--- src/rtl/irq_ctl_pkg.sv ---
`timescale 1ns/1ps
package irq_ctl_pkg;

    // Widest priority and ID the selector datapath carries.
    localparam int MAX_PRIO_W = 8;
    localparam int MAX_ID_W   = 8;

    typedef struct packed {
        logic                  vld;
        logic [MAX_PRIO_W-1:0] prio;
        logic [MAX_ID_W-1:0]   id;
    } irq_cand_t;

    // A challenger wins only with a strictly larger priority, so an
    // ascending scan keeps the lowest ID on ties.
    function automatic logic cand_beats(irq_cand_t chal, irq_cand_t best);
        return chal.vld && (!best.vld || chal.prio > best.prio);
    endfunction

endpackage

--- src/rtl/irq_ctl_sel.sv ---
`timescale 1ns/1ps
module irq_ctl_sel
    import irq_ctl_pkg::*;
#(
    parameter int NUM_SRC = 8,
    parameter int PRIO_W  = 3,
    localparam int ID_W   = $clog2(NUM_SRC)
) (
    input  logic [NUM_SRC-1:0]             elig,
    input  logic [NUM_SRC-1:0][PRIO_W-1:0] prio,
    input  logic [PRIO_W-1:0]              thr,
    output logic [ID_W-1:0]                best_id,
    output logic                           above_thr
);

    irq_cand_t best;

    always_comb begin
        irq_cand_t cand;
        best      = '0;
        above_thr = 1'b0;
        for (int s = 0; s < NUM_SRC; s++) begin
            cand.vld  = elig[s] && (prio[s] != '0);
            cand.prio = MAX_PRIO_W'(prio[s]);
            cand.id   = MAX_ID_W'(s);
            if (cand_beats(cand, best))
                best = cand;
            if (cand.vld && (prio[s] > thr))
                above_thr = 1'b1;
        end
    end

    assign best_id = best.vld ? ID_W'(best.id) : '0;

endmodule

--- src/rtl/irq_ctl_track.sv ---
`timescale 1ns/1ps
module irq_ctl_track #(
    parameter int NUM_SRC = 8,
    localparam int ID_W   = $clog2(NUM_SRC)
) (
    input  logic               clk,
    input  logic               rst,
    input  logic [NUM_SRC-1:0] req,
    input  logic               take_vld,
    input  logic [ID_W-1:0]    take_id,
    input  logic               give_vld,
    input  logic [ID_W-1:0]    give_id,
    output logic [NUM_SRC-1:0] pend_q,
    output logic [NUM_SRC-1:0] infl_q
);

    logic [NUM_SRC-1:0] pend_n, infl_n;

    always_comb begin
        pend_n = pend_q;
        infl_n = infl_q;
        if (give_vld && (int'(give_id) < NUM_SRC))
            infl_n[give_id] = 1'b0;
        if (take_vld && (int'(take_id) < NUM_SRC)) begin
            pend_n[take_id] = 1'b0;
            infl_n[take_id] = 1'b1;
        end
        for (int s = 0; s < NUM_SRC; s++) begin
            if (req[s] && !infl_q[s] && !(take_vld && int'(take_id) == s))
                pend_n[s] = 1'b1;
        end
        pend_n[0] = 1'b0;
        infl_n[0] = 1'b0;
    end

    always_ff @(posedge clk) begin
        if (rst) begin
            pend_q <= '0;
            infl_q <= '0;
        end else begin
            pend_q <= pend_n;
            infl_q <= infl_n;
        end
    end


    pend_infl_excl_chk: assert property (@(posedge clk) disable iff (rst)
        (pend_q & infl_q) == '0);


    src0_idle_chk: assert property (@(posedge clk) disable iff (rst)
        !pend_q[0] && !infl_q[0]);


    take_moves_chk: assert property (@(posedge clk) disable iff (rst)
        take_vld && take_id != '0 |=> infl_q[$past(take_id)] && !pend_q[$past(take_id)]);


    give_rearms_chk: assert property (@(posedge clk) disable iff (rst)
        give_vld && !(take_vld && take_id == give_id) |=> !infl_q[$past(give_id)]);


    pend_sticky_chk: assert property (@(posedge clk) disable iff (rst)
        !take_vld |=> ($past(pend_q) & ~pend_q) == '0);

endmodule

--- src/rtl/irq_claim_ctl.sv ---
`timescale 1ns/1ps
module irq_claim_ctl #(
    parameter int NUM_SRC  = 8,
    parameter int NUM_TGT  = 2,
    parameter int PRIO_W   = 3,
    localparam int ID_W    = $clog2(NUM_SRC),
    localparam int TGT_W   = (NUM_TGT > 1) ? $clog2(NUM_TGT) : 1
) (
    input  logic               clk,
    input  logic               rst,
    input  logic [NUM_SRC-1:0] src_req,
    input  logic               prio_we,
    input  logic [ID_W-1:0]    prio_sel,
    input  logic [PRIO_W-1:0]  prio_val,
    input  logic               en_we,
    input  logic [TGT_W-1:0]   en_tgt,
    input  logic [NUM_SRC-1:0] en_mask,
    input  logic               thr_we,
    input  logic [TGT_W-1:0]   thr_tgt,
    input  logic [PRIO_W-1:0]  thr_val,
    input  logic               claim_vld,
    input  logic [TGT_W-1:0]   claim_tgt,
    output logic [ID_W-1:0]    claim_id,
    input  logic               cmpl_vld,
    input  logic [TGT_W-1:0]   cmpl_tgt,
    input  logic [ID_W-1:0]    cmpl_id,
    output logic [NUM_TGT-1:0] irq
);

    logic [NUM_SRC-1:0][PRIO_W-1:0] prio_q;
    logic [NUM_TGT-1:0][NUM_SRC-1:0] en_q;
    logic [NUM_TGT-1:0][PRIO_W-1:0]  thr_q;
    logic [NUM_SRC-1:0]              pend, infl;
    logic [NUM_TGT-1:0][ID_W-1:0]    best_ids;
    logic                            take_vld, cmpl_ok;

    // Configuration state
    always_ff @(posedge clk) begin
        if (rst) begin
            prio_q <= '0;
            en_q   <= '0;
            thr_q  <= '0;
        end else begin
            if (prio_we && int'(prio_sel) < NUM_SRC)
                prio_q[prio_sel] <= prio_val;
            if (en_we && int'(en_tgt) < NUM_TGT)
                en_q[en_tgt] <= en_mask;
            if (thr_we && int'(thr_tgt) < NUM_TGT)
                thr_q[thr_tgt] <= thr_val;
        end
    end

    // One selector per target; the threshold only feeds the line.
    for (genvar t = 0; t < NUM_TGT; t++) begin : g_tgt
        irq_ctl_sel #(.NUM_SRC(NUM_SRC), .PRIO_W(PRIO_W)) u_sel (
            .elig      (pend & en_q[t]),
            .prio      (prio_q),
            .thr       (thr_q[t]),
            .best_id   (best_ids[t]),
            .above_thr (irq[t])
        );
    end

    assign claim_id = (int'(claim_tgt) < NUM_TGT) ? best_ids[claim_tgt] : '0;
    assign take_vld = claim_vld && (claim_id != '0);

    // Completion checked only against the writer's enable mask.
    assign cmpl_ok = cmpl_vld && (cmpl_id != '0) && (int'(cmpl_id) < NUM_SRC)
                  && (int'(cmpl_tgt) < NUM_TGT) && en_q[cmpl_tgt][cmpl_id];

    irq_ctl_track #(.NUM_SRC(NUM_SRC)) u_track (
        .clk      (clk),
        .rst      (rst),
        .req      (src_req),
        .take_vld (take_vld),
        .take_id  (claim_id),
        .give_vld (cmpl_ok),
        .give_id  (cmpl_id),
        .pend_q   (pend),
        .infl_q   (infl)
    );


    claim_eligible_chk: assert property (@(posedge clk) disable iff (rst)
        claim_vld && claim_id != '0 |-> pend[claim_id] && en_q[claim_tgt][claim_id]
                                        && prio_q[claim_id] != '0);


    bad_cmpl_dropped_chk: assert property (@(posedge clk) disable iff (rst)
        cmpl_vld && !cmpl_ok && !take_vld |=> $stable(infl));

endmodule

--- config.mk ---
export PLATFORM = sky130hd
export DESIGN_NAME = irq_claim_ctl
export DESIGN_NICKNAME = d
export VERILOG_FILES = /design/src/rtl/irq_ctl_pkg.sv /design/src/rtl/irq_ctl_sel.sv /design/src/rtl/irq_ctl_track.sv /design/src/rtl/irq_claim_ctl.sv
export SDC_FILE = /design/constraint.sdc
export NUM_CORES = 1
export LEC_CHECK = 0
export ABC_CLOCK_PERIOD_IN_PS = 12600
export CORE_UTILIZATION = 59
export CTS_CLUSTER_SIZE = 10
export DETAILED_ROUTE_END_ITERATION = 6
export PLACE_DENSITY_LB_ADDON = 0.25
export REMOVE_ABC_BUFFERS = 1
export SLEW_MARGIN = 30
export SYNTH_ARGS = -nofsm -noshare
export SYNTH_HDL_FRONTEND = slang
export SYNTH_SLANG_ARGS = --single-unit
--- constraint.sdc ---
create_clock -name clk -period 12.6 [get_ports clk]
set_clock_uncertainty 0.15 [all_clocks]
set_input_delay 2.52 -clock clk [delete_from_list [all_inputs] [get_ports clk]]
set_output_delay 2.52 -clock clk [all_outputs]
set_load 0.02 [all_outputs]
==> flow_summary.ini, run 1 <==
[run_status]
status = complete, no violations

[detailed_routing]
drc = 0
vias_per_cell = 6.47
wl_mm = 13.8
antenna_left = 0
dr.first_iter.drc_count = 326
first_pass_iters = 5
vias = 4763
wire_per_inst_microns = 18.8

[logic_synthesis]
yosys_warnings = 0
synth.distinct_cells = 73
synth_flop_cell = dfxtp_1
syn_area_sq_mm = 0.00507
synthCells = 583
synth-seq-area-share_pct = 22.5
syn_avg_cell_area_sq_um = 8.70
synthArstFlopShare_pct = 0
synth_edf_count = 0
ys_ff_latch = 57

[floorplan]
core_area_sq_mm = 0.00826
start_util_pct = 61.4
die_y_microns = 94.7
num_rows = 33
ios = 44
die-area_sq_mm = 0.00897
die_x_microns = 94.7

[pwr]
leakage_nw = 2.47
p_per_area_mw_per_mm2 = 73.7
total_power_mw = 0.426
ir_drop_mv = 0.0589

[timing]
max_slew_margin_pct = 31.5
worst_slew_pin_slew_ns = 1.01
slew_violations = 0
rsz0062_at_grt = no
fmax_mhz = 84.5
fin_crit_sh_pct = 93.9
hold_viol_final = 0
period_needed_ns = 11.83
tns_ns = 0
holdWs_ns = 0.310
finalSetupViolations = 0

[placement]
place_area_sq_mm = 0.00555
place_congestion = 0.951
dp_hpwl_mm = 10.7
port_buffers = 42
place_inst = 718

[global_route]
grt_pass1_vias = 4657
grt_start_max_net_pins = 53
grt_antenna_before_repair = 0
grt_overflow_total = 0
grt_pass1_wl_mm = 22.4
grt_usage_pct = 32.7

[worst_setup_path]
crit_top_cell = ha_1
crit_fanout = 11
r2r_cells = 40
end_kind = output port
crit_type = register to output port
reg2reg_slack_ns = 3.49
critPathRequiredTime_ns = 9.93
cp_slowest_stage_delay_ns = 0.60
cp.arrival_ns = 9.16
cp-start-kind = register
cp_slowest_cell = dfxtp_1

[clocking]
cts_made_buffers = 9
cts_root_buf = clkbuf_8
holdBufCountCts = 0
clk_latency_ns = 0.34
cts_tree = built
htree_levels = 3
clock-sinks = 57
clk_pin_slew_ns = 0.07
clockBufferDepth = 2

[layout]
final_cell_area_sq_mm = 0.00579
mostFrequentLayoutCell = ha_1
fin_cells = 736
fin_nets = 743
drive_gt1_share_pct = 13.2
antenna_cells = 0
area_growth_pct = 14.0
layout_common_cells = 78 x ha_1, 52 x dfxtp_1, 48 x inv_1

[min_path]
hold_depth = 2
min_path_type = register to register

[flow_run]
maxCapViolCount = 0
worst max-delay path, delay by kind of cell (launching register included):
kind	cells	cell delay (ns)
buffers and inverters	4	0.93
adder cells (fa/ha/maj)	6	1.75
AO/OA/AOI/OAI	19	3.40
multiplexers	3	1.02
flip-flops	1	0.60
AND/OR/NAND/NOR	7	1.07
final timing paths:
kind | startpoint | endpoint
max | prio_q[7]$_SDFFE_PP0P_ | claim_id[2]
min | thr_q[4]$_SDFFE_PP0P_ | thr_q[4]$_SDFFE_PP0P_
max reg2reg | prio_q[7]$_SDFFE_PP0P_ | u_track.pend_q[2]$_SDFFE_PP0P_
min reg2reg | thr_q[4]$_SDFFE_PP0P_ | thr_q[4]$_SDFFE_PP0P_
where the power goes:
part | total [mW] | internal, mW | switching [mW]
Sequential | 0.198 | 0.187 | 0.0107
Clock | 0.154 | 0.0812 | 0.0729
Combinational | 0.0744 | 0.0373 | 0.0371
Total | 0.426 | 0.306 | 0.121
Yosys cell counts (all sizes together) (3+ instances only):
cell | number | area share (%)
nand4 | 3 | 0.37
a311oi | 9 | 1.6
o21a | 7 | 1.0
mux2 | 14 | 3.1
ha | 78 | 19
o22ai | 3 | 0.37
mux4 | 5 | 2.2
a211oi | 5 | 0.74
nor2b | 12 | 1.5
a22oi | 3 | 0.44
and3 | 5 | 0.67
clkbuf | 11 | 1.0
nand2 | 25 | 1.8
inv | 48 | 3.6
nand4b | 3 | 0.52
a21o | 17 | 2.6
buf | 6 | 1.0
nor3 | 11 | 1.2
nand3 | 38 | 3.7
a21oi | 41 | 4.3
o21ai | 25 | 2.5
mux2i | 34 | 6.7
nand2b | 6 | 0.89
dfxtp | 57 | 22
o311ai | 10 | 2.2
nor2 | 42 | 3.1
o311a | 8 | 1.7
and2 | 5 | 0.64
a31oi | 13 | 1.6
per-stage QoR:
| stage | setup WS (ns) | util, % |
|---|---|---|
| after floorplan | 1.88 | - |
| after global placement | 0.601 | 67.2 |
| after detailed placement | 0.284 | 67.2 |
| after CTS | 0.00110 | 69.4 |
| after global routing | 0.0626 | 70.1 |
| final | 0.772 | 70.1 |
what timing repair did:
item | in CTS | in global routing
gates cloned | 0 | 0
setup endpoints to repair | 1 | 3
buffers inserted | 0 | 2
resized for setup | 1 | 16
pin swaps | 0 | 1
cells by family (layout without fill, tap and decap cells):
group                      Yosys count  in the layout  synth area share [%]
AOI/OAI and AO/OA                  165            165                  23.5
adders and majority gates           78             78                  19.2
and+or+nand+nor                    164            164                  16.9
muxes                               53             53                  12.0
buffers and inverters               66            114                  5.82
DFF                                 57             57                  22.5
metal layers:
layer	wire length (microns)	global-route usage, %	vias up
li1	-	-	2293
met1	5930	39.9	2235
met2	6640	56.5	190
met3	772	4.35	45
met4	489	15.2	0
met5	0	0	-
area by class of cell:
type | instances | area [sq um]
timing repair buffer | 50 | 478
multi-input combinational | 460 | 3670
clock inverter | 3 | 15.0
tap | 105 | 131
sequential | 57 | 1150
inverter | 48 | 180
clock buffer | 13 | 159
fill | 688 | 2470
state kept, by name (all words and copies together), names as in the netlist:
name	flops
prio_q	21
en_q	16
u_track.infl_q	7
u_track.pend_q	7
thr_q	6
No activity file was read; power rests on OpenSTA's default activity.
==> inputs of run 2 (changes only) <==
--- a/config.mk
+++ b/config.mk
@@ -11,6 +11,7 @@
 export DETAILED_ROUTE_END_ITERATION = 6
 export PLACE_DENSITY_LB_ADDON = 0.25
 export REMOVE_ABC_BUFFERS = 1
+export SKIP_LAST_GASP = 1
 export SLEW_MARGIN = 30
 export SYNTH_ARGS = -nofsm -noshare
 export SYNTH_HDL_FRONTEND = slang
==> results of run 2 <==
No change in the layout: final DEF, timing and power equal those of run 1.
